$ cat src/rtl/ose_pkg.sv
package ose_pkg;

    typedef enum logic [2:0] {
        ST_IDLE,
        ST_SEEK,
        ST_REQ,
        ST_WAIT,
        ST_DONE
    } ose_state_e;

    typedef enum logic {
        AX_HORZ = 1'b0,
        AX_VERT = 1'b1
    } ose_axis_e;

endpackage

$ cat src/rtl/ose_cand_gen.sv
module ose_cand_gen #(
    parameter int CW    = 5,
    parameter int WIN_P = 7
) (
    input  ose_pkg::ose_axis_e    axis,
    input  logic signed [CW-1:0]  cx,
    input  logic signed [CW-1:0]  cy,
    input  logic signed [CW-1:0]  off,
    output logic signed [CW-1:0]  cand_x,
    output logic signed [CW-1:0]  cand_y,
    output logic                  in_win
);
    localparam logic signed [CW-1:0] WHI = CW'(WIN_P);
    localparam logic signed [CW-1:0] WLO = -WHI;

    logic x_ok, y_ok;

    always_comb begin
        if (axis == ose_pkg::AX_HORZ) begin
            cand_x = cx + off;
            cand_y = cy;
        end else begin
            cand_x = cx;
            cand_y = cy + off;
        end
        x_ok   = (cand_x >= WLO) && (cand_x <= WHI);
        y_ok   = (cand_y >= WLO) && (cand_y <= WHI);
        in_win = x_ok && y_ok;
    end

endmodule

$ cat src/rtl/ose_min_track.sv
module ose_min_track #(
    parameter int SAD_W = 16,
    parameter int CW    = 5
) (
    input  logic                  clk,
    input  logic                  rst_n,
    input  logic                  clr,
    input  logic                  upd,
    input  logic [SAD_W-1:0]      sad,
    input  logic signed [CW-1:0]  pos_x,
    input  logic signed [CW-1:0]  pos_y,
    output logic signed [CW-1:0]  best_x,
    output logic signed [CW-1:0]  best_y,
    output logic [SAD_W-1:0]      best_sad,
    output logic                  has_best
);
    typedef struct packed {
        logic                 has;
        logic [SAD_W-1:0]     sad;
        logic signed [CW-1:0] x;
        logic signed [CW-1:0] y;
    } trk_t;

    trk_t trk_d, trk_q;

    always_comb begin
        trk_d = trk_q;
        if (clr) begin
            trk_d.has = 1'b0;
        end else if (upd) begin
            // strict less-than keeps the earliest candidate on a tie
            if (!trk_q.has || (sad < trk_q.sad)) begin
                trk_d.has = 1'b1;
                trk_d.sad = sad;
                trk_d.x   = pos_x;
                trk_d.y   = pos_y;
            end
        end
    end

    always_ff @(posedge clk or negedge rst_n) begin
        if (!rst_n) begin
            trk_q <= '0;
        end else begin
            trk_q <= trk_d;
        end
    end

    assign best_x   = trk_q.x;
    assign best_y   = trk_q.y;
    assign best_sad = trk_q.sad;
    assign has_best = trk_q.has;

    // the running minimum never rises within a scan
    assert_min_monotone_R6: assert property (@(posedge clk) disable iff (!rst_n)
        (upd && !clr && trk_q.has) |=> (trk_q.sad <= $past(trk_q.sad)));

    // a strictly smaller SAD is always taken
    assert_min_taken_R6: assert property (@(posedge clk) disable iff (!rst_n)
        (upd && !clr && trk_q.has && (sad < trk_q.sad)) |=> (trk_q.sad == $past(sad)));

endmodule

$ cat src/rtl/ose_search_ctrl.sv
module ose_search_ctrl #(
    parameter int SEARCH_P = 7,
    parameter int WIN_P    = 7,
    parameter int PASSES   = 2,
    parameter int SAD_W    = 16,
    parameter int MV_W     = $clog2(WIN_P + 1) + 1
) (
    input  logic                    clk,
    input  logic                    rst_n,
    input  logic                    start,
    output logic                    req_valid,
    input  logic                    req_ready,
    output logic signed [MV_W-1:0]  req_dx,
    output logic signed [MV_W-1:0]  req_dy,
    input  logic                    rsp_valid,
    output logic                    rsp_ready,
    input  logic [SAD_W-1:0]        rsp_sad,
    output logic                    done,
    output logic signed [MV_W-1:0]  mv_x,
    output logic signed [MV_W-1:0]  mv_y
);
    import ose_pkg::*;

    localparam int CW = $clog2(WIN_P + SEARCH_P + 2) + 1;
    localparam int PW = (PASSES > 1) ? $clog2(PASSES) : 1;
    localparam logic signed [CW-1:0] RNG0 = CW'(SEARCH_P);
    localparam logic signed [CW-1:0] ONE  = CW'(1);
    localparam logic [PW-1:0]        LAST = PW'(PASSES - 1);

    typedef struct packed {
        ose_state_e            st;
        ose_axis_e             axis;
        logic [PW-1:0]         pass;
        logic signed [CW-1:0]  rng;
        logic signed [CW-1:0]  cx;
        logic signed [CW-1:0]  cy;
        logic signed [CW-1:0]  off;
        logic signed [MV_W-1:0] mvx;
        logic signed [MV_W-1:0] mvy;
    } ctl_t;

    ctl_t ctl_d, ctl_q;

    logic signed [CW-1:0] cand_x, cand_y;
    logic                 cand_ok;
    logic signed [CW-1:0] best_x, best_y;
    logic [SAD_W-1:0]     best_sad;
    logic                 has_best;
    logic                 trk_clr, trk_upd;
    logic signed [CW-1:0] half_rng;

    ose_cand_gen #(
        .CW    (CW),
        .WIN_P (WIN_P)
    ) u_cand (
        .axis   (ctl_q.axis),
        .cx     (ctl_q.cx),
        .cy     (ctl_q.cy),
        .off    (ctl_q.off),
        .cand_x (cand_x),
        .cand_y (cand_y),
        .in_win (cand_ok)
    );

    ose_min_track #(
        .SAD_W (SAD_W),
        .CW    (CW)
    ) u_trk (
        .clk      (clk),
        .rst_n    (rst_n),
        .clr      (trk_clr),
        .upd      (trk_upd),
        .sad      (rsp_sad),
        .pos_x    (cand_x),
        .pos_y    (cand_y),
        .best_x   (best_x),
        .best_y   (best_y),
        .best_sad (best_sad),
        .has_best (has_best)
    );

    assign half_rng = (ctl_q.rng > ONE) ? (ctl_q.rng >>> 1) : ONE;

    always_comb begin
        ctl_d   = ctl_q;
        trk_clr = 1'b0;
        trk_upd = 1'b0;
        unique case (ctl_q.st)
            ST_IDLE: begin
                if (start) begin
                    ctl_d.st   = ST_SEEK;
                    ctl_d.axis = AX_HORZ;
                    ctl_d.pass = '0;
                    ctl_d.rng  = RNG0;
                    ctl_d.cx   = '0;
                    ctl_d.cy   = '0;
                    ctl_d.off  = -RNG0;
                    trk_clr    = 1'b1;
                end
            end
            ST_SEEK: begin
                if (ctl_q.off > ctl_q.rng) begin
                    // scan finished: re-centre on its winner
                    if (ctl_q.axis == AX_HORZ) begin
                        ctl_d.cx   = best_x;
                        ctl_d.axis = AX_VERT;
                        ctl_d.off  = -ctl_q.rng;
                        trk_clr    = 1'b1;
                    end else if (ctl_q.pass == LAST) begin
                        ctl_d.mvx = best_x[MV_W-1:0];
                        ctl_d.mvy = best_y[MV_W-1:0];
                        ctl_d.st  = ST_DONE;
                    end else begin
                        ctl_d.pass = ctl_q.pass + 1'b1;
                        ctl_d.rng  = half_rng;
                        ctl_d.off  = -half_rng;
                        ctl_d.cx   = best_x;
                        ctl_d.cy   = best_y;
                        ctl_d.axis = AX_HORZ;
                        trk_clr    = 1'b1;
                    end
                end else if (cand_ok) begin
                    ctl_d.st = ST_REQ;
                end else begin
                    ctl_d.off = ctl_q.off + ONE;
                end
            end
            ST_REQ: begin
                if (req_ready) begin
                    ctl_d.st = ST_WAIT;
                end
            end
            ST_WAIT: begin
                if (rsp_valid) begin
                    trk_upd   = 1'b1;
                    ctl_d.off = ctl_q.off + ONE;
                    ctl_d.st  = ST_SEEK;
                end
            end
            ST_DONE: begin
                ctl_d.st = ST_IDLE;
            end
            default: begin
                ctl_d.st = ST_IDLE;
            end
        endcase
    end

    always_ff @(posedge clk or negedge rst_n) begin
        if (!rst_n) begin
            ctl_q    <= '0;
            ctl_q.st <= ST_IDLE;
        end else begin
            ctl_q <= ctl_d;
        end
    end

    assign req_valid = (ctl_q.st == ST_REQ);
    assign rsp_ready = (ctl_q.st == ST_WAIT);
    assign done      = (ctl_q.st == ST_DONE);
    assign req_dx    = cand_x[MV_W-1:0];
    assign req_dy    = cand_y[MV_W-1:0];
    assign mv_x      = ctl_q.mvx;
    assign mv_y      = ctl_q.mvy;

    // one outstanding transaction at a time
    assert_one_side_R2: assert property (@(posedge clk) disable iff (!rst_n)
        !(req_valid && rsp_ready));

    // an accepted request is followed by waiting for its SAD
    assert_req_then_wait_R2: assert property (@(posedge clk) disable iff (!rst_n)
        (req_valid && req_ready) |=> (rsp_ready && !req_valid));

    // requests stay inside the window
    assert_req_in_window_R5: assert property (@(posedge clk) disable iff (!rst_n)
        req_valid |-> ((int'(req_dx) <= WIN_P) && (int'(req_dx) >= -WIN_P) &&
                       (int'(req_dy) <= WIN_P) && (int'(req_dy) >= -WIN_P)));

    // a stalled request holds its coordinates
    assert_req_hold_R8: assert property (@(posedge clk) disable iff (!rst_n)
        (req_valid && !req_ready) |=> (req_valid && $stable(req_dx) && $stable(req_dy)));

    // done is a single-cycle pulse followed by idle
    assert_done_pulse_R7: assert property (@(posedge clk) disable iff (!rst_n)
        done |=> (!done && !req_valid && !rsp_ready));

    // the reported vector lies in the window
    assert_mv_in_window_R7: assert property (@(posedge clk) disable iff (!rst_n)
        done |-> ((int'(mv_x) <= WIN_P) && (int'(mv_x) >= -WIN_P) &&
                  (int'(mv_y) <= WIN_P) && (int'(mv_y) >= -WIN_P)));

    // a scan never ends without a winner
    assert_scan_has_best_R6: assert property (@(posedge clk) disable iff (!rst_n)
        done |-> has_best);

endmodule

$ cat config.mk
export PLATFORM = sky130hd
export DESIGN_NAME = ose_search_ctrl
export DESIGN_NICKNAME = d
export VERILOG_FILES = /design/src/rtl/ose_pkg.sv /design/src/rtl/ose_cand_gen.sv /design/src/rtl/ose_min_track.sv /design/src/rtl/ose_search_ctrl.sv
export SDC_FILE = /design/constraint.sdc
export NUM_CORES = 1
export LEC_CHECK = 0
export CORE_MARGIN = 2
export CORE_UTILIZATION = 35
export CTS_CLUSTER_SIZE = 20
export DETAILED_ROUTE_END_ITERATION = 10
export DONT_BUFFER_PORTS = 1
export GPL_TIMING_DRIVEN = 0
export PLACE_DENSITY_LB_ADDON = 0.08
export SLEW_MARGIN = 20
export SYNTH_ARGS = -nofsm -noshare
export SYNTH_HDL_FRONTEND = slang
export SYNTH_SLANG_ARGS = --single-unit
$ cat constraint.sdc
create_clock -name clk -period 3.35 [get_ports clk]
set_input_delay 0.335 -clock clk [delete_from_list [all_inputs] [get_ports clk]]
set_output_delay 0.335 -clock clk [all_outputs]
set_load 0.02 [all_outputs]
* After elaboration in Yosys (flattened, before gate mapping)
Index checks and enable logic that the tools add are counted.
** Word-level totals
- Bits of input ports :: 21
- Memory bits (read-only) :: 0
- Bits in writable memories :: 0
- Latch bits :: 0
- Output and inout port bits :: 19
- Memories :: 0
- Flip-flop bits (word level) :: 60
** Operators by class
- Muxes and demuxes :: 33
- Shifts and indexed selects :: 0
- $lt $le $gt $ge :: 7
- Div/mod/pow operators :: 0
- Bitwise logic cells :: 1
- Add/subtract/negate cells :: 6
- Eq/ne operators :: 16
- Reductions and logical operators :: 19
- Multiply operators :: 0
** Operator list (count)
- $mux 27 :: 2
- $mux 5 :: 9
- $pmux 17 s2 :: 1
- $mux 25 :: 1
- $mux 22 :: 1
- $mux 3 :: 6
- $mux 17 :: 1
- $lt 16x16->1 :: 1
- $ne 3x3->1 const B :: 5
- $pmux 5 s3 :: 1
- $pmux 3 s4 :: 1
- $reduce_and 4->1 :: 3
- $add 5x5->5 :: 2
- $ge 5x4->1 const B :: 2
- $le 5x4->1 const B :: 2
- $ne 2x2->1 const B :: 5
- $neg 5->5 :: 2
- $reduce_and 5->1 :: 2
- $mux 1 :: 8
- $eq 3x2->1 const B :: 2
- $mux 6 :: 1
- $reduce_and 3->1 :: 2
- $reduce_and 6->1 :: 1
- $reduce_bool 2->1 :: 3
- 16 further kinds :: 18

* Longest topological paths before layout
Gate-level depths: netlist of run 1.
- Word-level depth :: 8
- Gate-level depth with buffers :: 11
- Depth with buffers taken out :: 11

* By module
Synthesis of run 1 repeated with hierarchy kept, for this count alone.
** Second synthesis, totals
- Cell total of the unflattened synthesis :: 382
- Area total of the unflattened synthesis :: 4040.1 µm²
** Modules (own cells, without submodules)
- ose_search_ctrl :: area each 1943.1 µm², cells an instance 196, times used 1
- ose_min_track :: area each 1503.9 µm², cells an instance 113, times used 1
- ose_cand_gen :: area each 593.1 µm², cells an instance 73, times used 1

* Worst setup path before layout of run 1
No wires, ideal clock.
- Path kind :: register -> register
- Start point :: reg ctl_q[8] (netlist name)
- End point :: reg ctl_q[8] (netlist name)
- Data arrival time :: 2.704 ns
- Clock period less this slack :: 2.829 ns
- Required time :: 3.225 ns
- Setup slack :: 0.521 ns
- Stages on the path, launching flop included :: 11
- Cells stage by stage :: dfrtp_1 -> ha_1 -> fa_1 -> a21oi_1 -> mux2_2 -> o211ai_2 -> mux2i_2 -> nand3_2 -> and2_4 -> buf_6 -> mux2_4
** On the way
- Word-level cells in the longest chain between the ends :: 7
- Elaborated cells between the ends (all ways) :: 20
- Classes of those cells :: add/sub (3); order compare (5); eq/ne (2); mux (6); reduce/logical (4)
** Ends and longest elaborated chain
- start: declaration :: RTL line ose_search_ctrl.sv:42 : ctl_t ctl_d, ctl_q;
- start signal: assignment :: RTL line ose_search_ctrl.sv:154 : ctl_q <= ctl_d;
- $add 5x5->5 (on tied branches) :: RTL line ose_cand_gen.sv:20, ose_cand_gen.sv:24
- $mux 5 :: RTL line ose_cand_gen.sv:19 : if (axis == ose_pkg::AX_HORZ) begin
- $ge 5x4->1, or another cell as far along :: RTL line ose_cand_gen.sv:26 : x_ok = (cand_x >= WLO) && (cand_x <= WHI);
- $logic_and 1x1->1 (on tied branches) :: RTL line ose_cand_gen.sv:26, ose_cand_gen.sv:27
- $logic_and 1x1->1 :: RTL line ose_cand_gen.sv:28 : in_win = x_ok && y_ok;
- $ne 3x3->1 (no line)
- $reduce_and 5->1 (no line)
Parallel ways exist; a longest one is shown, timed or not. The select of a mux whose other input is x is not followed.
A chain may end at the register's enable or synchronous reset.

* Final worst setup path of run 1
- Start point :: reg ctl_q[8] (netlist name)
- End point :: reg ctl_q[9] (netlist name)
The elaborated chain is that of the path after synthesis.

==> metrics.md, run 1 <==
| Metric | Value |
|---|---|
| Result of the run | `complete, no violations` |
| Max-slew violation total from the final report | `0` |
| Clock-pin slew on the worst setup and hold paths | `0.07 ns` |
| Via count | `2916` |
| Count of different cell masters after synthesis | `64` |
| Wire length of the first global-routing pass | `15070 um` |
| Number of antenna violations at the first check in global routing | `0` |
| Top_reg_cell synth | `dfrtp_1` |
| Width of the die | `109.9 um` |
| Met1 demand-to-capacity share in global routing | `21.37%` |
| Fill cell total of the finished layout | `1081` |
| Via count of the first global-routing pass | `2936` |
| Slew at the pin closest to its max-slew limit | `0.8784 ns` |
| Total congestion overflow | `0` |
| Leading area contributor after synthesis | `dfrtp_1` |
| Port Buffer Count | `0` |
| Unrepaired setup endpoints after global routing | `false` |
| Synth top area cells | `dfrtp_1 38%, ha_1 11%, mux2_2 9.5%, inv_1 3.3%, buf_4 3.2%` |
| Setup Viol. Count Final | `0` |
| Post-detailed-route via-to-cell ratio | `5.235` |
| Signed area change from the synthesized netlist to the final layout | `10.64%` |
| Post-CTS setup-driven buffer insertion count | `0` |
| Highest ir drop seen on vdd | `0.0003432 V` |
| Count of TritonRoute iterations in the first routing pass | `4` |
| Met3 GRT Util | `4.386%` |
| Crit path arrival time | `3.37 ns` |
| Area share of the largest cell type after synthesis | `37.59%` |
| CTS H-Tree Depth | `3` |
| Max-cap violations | `0` |
| Slack of the worst reg-to-reg path | `0.20 ns` |
| Global-route usage over all layers | `16.58%` |
| Non-filler instance count after layout | `557` |
| Starting Density | `36.07%` |
| Number of top-level pins | `40` |
| Post-DP HPWL | `6726 um` |
| Final estimated routing congestion in global placement | `0.8180` |
| CP startpoint kind | `register` |
| Worst path required time | `3.57 ns` |
| Die Y-Extent | `109.9 um` |
| CTS Buf Count | `9` |
| Post-Synthesis Net Count | `457` |
| Bufs on Longest Clock Path | `2` |
| GR Util met2 | `26.95%` |
| Cell area after placement | `4103 sq um` |
| Maximum fanout along the worst path | `7` |
| Die area | `12080 sq um` |
| Clock period minus final worst setup slack | `3.149 ns` |
| Sequential fraction of the synthesis area | `37.59%` |
| Initial DRC Count | `174` |
| Number of clock sinks | `59` |
| TNS Setup | `0 ns` |
| Path type of the worst min-delay path | `in -> reg` |
| Post-synthesis cell count | `401` |
| Pin count of the biggest net entering global routing | `60` |
| Yosys warning count | `0` |
| Worst hold stages | `1` |
| Post-synthesis cell area | `3928 sq um` |
| Antenna diode count | `0` |
| Post-route design area | `4345 sq um` |
| Instance count after placement with tap cells included | `541` |
| Area of the core region | `10890 sq um` |
| Routed wire length per instance | `16.22 um` |
| DRC violations left | `0` |
| Pwr per Cell Area | `957.6 nW/um^2` |
| Total length of routed wires | `9035 um` |
| Post-route ant nets | `0` |
| Later-pin clock latency in the skew report | `0.34 ns` |
| Max-slew headroom | `40.99%` |
| CP Class | `reg -> reg` |
| Number of synthesized flops with an enable pin | `0` |
| Master cell of the clock root buffer | `clkbuf_8` |
| Number of placement rows | `38` |
| Layout net count | `470` |
| Worst setup EP type | `register` |
| Number of endpoints with negative hold slack in the final report | `0` |
| LEAKAGE | `2.025 nW` |
| Mean area per synthesized cell | `9.794 sq um` |
| Count of cells along the worst register-to-register path | `10` |
| Ys async rst share | `100.0%` |
| Clock tree from TritonCTS | `done` |
| Period Utilization, post-route | `93.99%` |
| Clock Skew | `0.008738 ns` |
| Upper clock frequency limit | `317.6 MHz` |
| Total of flip-flops plus latches after synthesis | `59` |
| Most utilized layer in the global route result | `met2` |
| Share of cells above drive strength 1 | `18.94%` |
cell type report:
class	instances	area, sq um	share of cell area [%]
buffer	31	197.7	4.549
clock buffer	12	165.2	3.801
inverter	35	131.4	3.023
tap	140	175.2	4.031
multi-input combinational	276	2127	48.95
sequential	59	1476	33.98
clock inverter	2	35.03	0.8062
timing repair buffer	2	37.54	0.8638
worst paths after layout:
check | startpoint | to
setup / recovery | ctl_q[8]$_DFFE_PN0P_ | ctl_q[9]$_DFFE_PN0P_
hold / removal | rsp_sad[5] | u_trk.best_sad[5]$_DFFE_PN0P_
setup reg to reg | ctl_q[8]$_DFFE_PN0P_ | ctl_q[9]$_DFFE_PN0P_
hold reg to reg | u_trk.best_sad[12]$_DFFE_PN0P_ | u_trk.best_sad[12]$_DFFE_PN0P_
max in group asynchronous | rst_n | mv_x[3]$_DFFE_PN0P_
min in group asynchronous | rst_n | u_trk.best_sad[4]$_DFFE_PN0P_
cells in the final DEF (no fill, tap or decap), types with 3 or more instances in the layout:
| master | count |
|---|---|
| mux2_2 | 33 |
| nand2_1 | 23 |
| o21ai_0 | 21 |
| inv_1 | 35 |
| nor2b_1 | 7 |
| ha_1 | 33 |
| o32ai_1 | 3 |
| mux2i_1 | 8 |
| nor3b_1 | 6 |
| buf_4 | 17 |
| a21o_1 | 8 |
| nand2b_1 | 7 |
| nor2_1 | 23 |
| nand3_1 | 12 |
| o211ai_1 | 3 |
| o21a_1 | 4 |
| a21oi_1 | 18 |
| nand4_1 | 4 |
| clkbuf_8 | 12 |
| a211oi_1 | 3 |
| clkbuf_1 | 8 |
| or3_1 | 4 |
| dfrtp_1 | 59 |
| and3_1 | 4 |
| nand3b_1 | 4 |
| nor3_1 | 4 |
stage by stage:
step                      worst slack, ns  hold slack (ns)  util, %  power [W]
final                              0.2015           0.1392    39.91   0.004161
after global placement             0.1998          0.04054    37.68   0.003469
after global routing              0.06364           0.1149    39.91   0.004545
after detailed placement           0.2034          0.04057    37.68   0.003499
after CTS                          0.1915           0.1133    39.86   0.004225
after floorplan                    0.5213          0.03941        -   0.003015
kinds of logic after synthesis:
kind of cell | share of synthesized area (%)
compound gates | 14.72
xor+xnor | 0.8922
simple gates | 14.18
buf+inv | 8.379
fa+ha+maj | 11.53
mux | 12.62
other cells | 0.09548
flops | 37.59
sequential cells by signal (all words and copies together) (netlist names):
register and count:
ctl_q 24, u_trk.best_sad 16, u_trk.best_x 5, u_trk.best_y 5, mv_x 4, mv_y 4, u_trk.has_best 1
Yosys cell counts, types with 4 or more instances:
library cell and instances:
a21o_1 8, a21oi_1 18, and3_1 4, buf_4 17, clkbuf_1 8, dfrtp_1 59, ha_1 33, inv_1 35
mux2_2 33, mux2i_1 8, nand2_1 23, nand2b_1 7, nand3_1 12, nand3b_1 4, nand4_1 4, nor2_1 23
nor2b_1 7, nor3_1 5, nor3b_1 6, o21a_1 4, o21ai_0 21, or3_1 4
per-layer routing:
layer	part of all wire [%]	wire length, um
met1	47	4267
met2	48	4298
met3	3.9	356
met4	1.2	112
met5	0	0
timing repair:
action / in CTS / in global routing
resized for setup: 0 / 1
hold buffers: 2 / 0
hold endpoints to repair: 59 / 0
endpoints found under the setup margin: 0 / 2
power by group:
part	internal, W	total, W	switching, W
combinational	0.00102	0.00226	0.00124
clock	0.000395	0.000680	0.000285
sequential	0.00101	0.00122	0.000208
worst max-delay path, cell delays in order (launching register included):
cell	delay [ns]
dfrtp_1	0.49
ha_1	0.29
fa_1	0.41
a21o_1	0.21
a211o_1	0.30
o221ai_1	0.11
mux2i_1	0.44
nand3_2	0.18
and2_4	0.19
buf_6	0.12
mux2_4	0.28
No activity file was read; power rests on OpenSTA's default activity.
==> inputs of run 2 (changes only) <==
- CORE_MARGIN: 2 -> 5
==> metrics.md, run 2 (synthesized netlist as in run 1, its figures left out) <==
| Metric | Value |
|---|---|
| Port Buffer Count | `0 (unchanged)` |
| Total congestion overflow | `0 (unchanged)` |
| Initial DRC Count | `126 (-28%)` |
| CP startpoint kind | `register` |
| LEAKAGE | `2.078 nW (+2.6%)` |
| Die area | `13440 sq um (+11%)` |
| Pin count of the biggest net entering global routing | `60 (unchanged)` |
| Max-cap violations | `0 (unchanged)` |
| Unrepaired setup endpoints after global routing | `false` |
| Clock period minus final worst setup slack | `3.246 ns (+0.09707 ns)` |
| Layout net count | `470 (unchanged)` |
| Area of the core region | `10940 sq um (+0.44%)` |
| Master cell of the clock root buffer | `clkbuf_16` |
| Clock tree from TritonCTS | `done` |
| CTS H-Tree Depth | `3 (unchanged)` |
| Path type of the worst min-delay path | `in -> reg` |
| Width of the die | `115.9 um (+5.5%)` |
| Result of the run | `complete, no violations` |
| Commonest non-fill, non-tap cell in the layout | `dfrtp_1` |
| Via count of the first global-routing pass | `2947 (+0.37%)` |
| Total length of routed wires | `9312 um (+3.1%)` |
| TNS Setup | `0 ns (unchanged)` |
| CP Class | `reg -> reg` |
| Via count | `2899 (-0.58%)` |
| Post-detailed-route via-to-cell ratio | `5.186 (-0.94%)` |
| Cell area after placement | `4103 sq um (unchanged)` |
| Antenna diode count | `0 (unchanged)` |
| Wire length of the first global-routing pass | `15180 um (+0.74%)` |
| Crit path arrival time | `3.45 ns (+0.08 ns)` |
| Top reg by flops | `ctl_q` |
| Post-route ant nets | `0 (unchanged)` |
| Worst path required time | `3.56 ns (about the same)` |
| Starting Density | `35.92% (-0.16 points)` |
| Number of top-level pins | `40 (unchanged)` |
| Commonest non-fill, non-tap cells in the layout | `59 x dfrtp_1, 35 x inv_1, 33 x mux2_2, 33 x ha_1` |
| Count of TritonRoute iterations in the first routing pass | `5 (+1)` |
| Setup Viol. Count Final | `0 (unchanged)` |
| Number of clock sinks | `59 (unchanged)` |
| Upper clock frequency limit | `308.1 MHz (-3.0%)` |
| Clock Skew | `0.009209 ns (+0.0004713 ns)` |
| DRC violations left | `0 (unchanged)` |
| Number of endpoints with negative hold slack in the final report | `0 (unchanged)` |
| Max-slew headroom | `36.89% (-4.1 points)` |
| Post-DP HPWL | `6782 um (+0.84%)` |
| Max-slew violation total from the final report | `0 (unchanged)` |
| Highest ir drop seen on vdd | `0.0003344 V (-2.6%)` |
| Final estimated routing congestion in global placement | `0.8202 (+0.27%)` |
| Worst setup EP type | `register` |
| Share of cells above drive strength 1 | `18.85% (-0.090 points)` |
| Bufs on Longest Clock Path | `2 (unchanged)` |
| CTS Buf Count | `9 (unchanged)` |
| Fill cell total of the finished layout | `1114 (+3.1%)` |
| Clock-pin slew on the worst setup and hold paths | `0.05 ns (-0.02 ns)` |
| Signed area change from the synthesized netlist to the final layout | `13.79%` |
| Number of flip-flops under the largest register name | `24 (unchanged)` |
| Pwr per Cell Area | `1007 nW/um^2 (+5.2%)` |
| Period Utilization, post-route | `96.88% (+2.9 points)` |
| Post-route design area | `4469 sq um (+2.9%)` |
| Global-route usage over all layers | `14.79% (-1.8 points)` |
| Post-CTS setup-driven buffer insertion count | `0 (unchanged)` |
| Maximum fanout along the worst path | `7 (unchanged)` |
| Routed wire length per instance | `16.66 um (+2.7%)` |
| Die Y-Extent | `115.9 um (+5.5%)` |
| Later-pin clock latency in the skew report | `0.33 ns (about the same)` |
| Worst hold slack across all endpoints | `0.1534 ns (+0.01415 ns)` |
| Number of antenna violations at the first check in global routing | `0 (unchanged)` |
| Slew at the pin closest to its max-slew limit | `0.9394 ns (+0.06104 ns)` |
| Number of placement rows | `38 (unchanged)` |
[run 2: stage by stage]
| step | setup WS (ns) | util, % | std cells | total power [W] |
|---|---|---|---|---|
| 5_1_grt | 0.01040 | 40.87 | 559 | 0.004878 |
| 6_report | 0.1044 | 40.87 | 559 | 0.004501 |
| 3_3_place_gp | 0.1392 | 37.52 | 541 | 0.003486 |
| 2_1_floorplan | 0.5213 | - | 401 | 0.003015 |
| 4_1_cts | 0.1288 | 40.87 | 559 | 0.004573 |
| 3_5_place_dp | 0.1358 | 37.52 | 541 | 0.003501 |
[run 2: path summary, 6_finish.rpt]
kind,start,to,slack (ns),depth (start not counted)
max in group asynchronous,rst_n,u_trk.best_x[3]$_DFFE_PN0P_,2.51,2
worst max register to register,ctl_q[8]$_DFFE_PN0P_,ctl_q[8]$_DFFE_PN0P_,0.10,10
worst min register to register,u_trk.best_sad[9]$_DFFE_PN0P_,u_trk.best_sad[9]$_DFFE_PN0P_,0.50,1
min in group asynchronous,rst_n,ctl_q[11]$_DFFE_PN0P_,0.59,2
worst min-delay path,rsp_sad[13],u_trk.best_sad[13]$_DFFE_PN0P_,0.15,1
worst max-delay path,ctl_q[8]$_DFFE_PN0P_,ctl_q[8]$_DFFE_PN0P_,0.10,10
[run 2: what timing repair did]
action	in CTS	in global routing
resized for setup	0	0
endpoints found under the hold margin	59	0
hold buffers	2	0
[run 2: routing by layer]
layer	part of all wire (%)	global-route usage, %	vias up
met5	0	0	-
met4	2.5	6.032	0
met3	5.4	4.543	12
met2	47	23.74	49
met1	45	18.54	1403
li1	-	-	1435
[run 2: cell type report]
class | count | area [sq um] | share of cell area, %
tap | 140 | 175.2 | 3.919
sequential | 59 | 1476 | 33.03
buffer | 31 | 197.7 | 4.423
timing repair buffer | 2 | 37.54 | 0.8399
clock inverter | 4 | 72.57 | 1.624
clock buffer | 12 | 256.5 | 5.739
inverter | 35 | 131.4 | 2.940
multi-input combinational | 276 | 2122 | 47.48
[run 2: worst max-delay path, stage by stage (launching register included)]
cell and delay (ns):
dfrtp_1 0.49, ha_1 0.28, fa_1 0.41, a21o_1 0.21, mux2i_1 0.13, o221ai_1 0.36
mux2i_1 0.46, nand3_2 0.19, and2_4 0.20, buf_6 0.12, mux2_4 0.29
[run 2: power by group]
group          switching, W  internal (W)
registers          0.000208       0.00101
clock network      0.000326      0.000690
logic               0.00125       0.00102
==> inputs of run 3 (changes only) <==
- clock period: 3.35 -> 3.7 ns (I/O delays scaled with it)
==> results of run 3 <==
Same layout as run 2 (identical final DEF). Status: complete, no violations.
Main changes from that run: setup slack after placement 0.1358 ns -> 0.4858 ns; setup slack after layout 0.1044 ns -> 0.4544 ns; hold slack 0.1534 ns -> 0.1884 ns; register-to-register setup slack 0.10 ns -> 0.45 ns; total power 0.004501 W -> 0.004075 W; worst IR drop on VDD 0.0003344 V -> 0.0003028 V
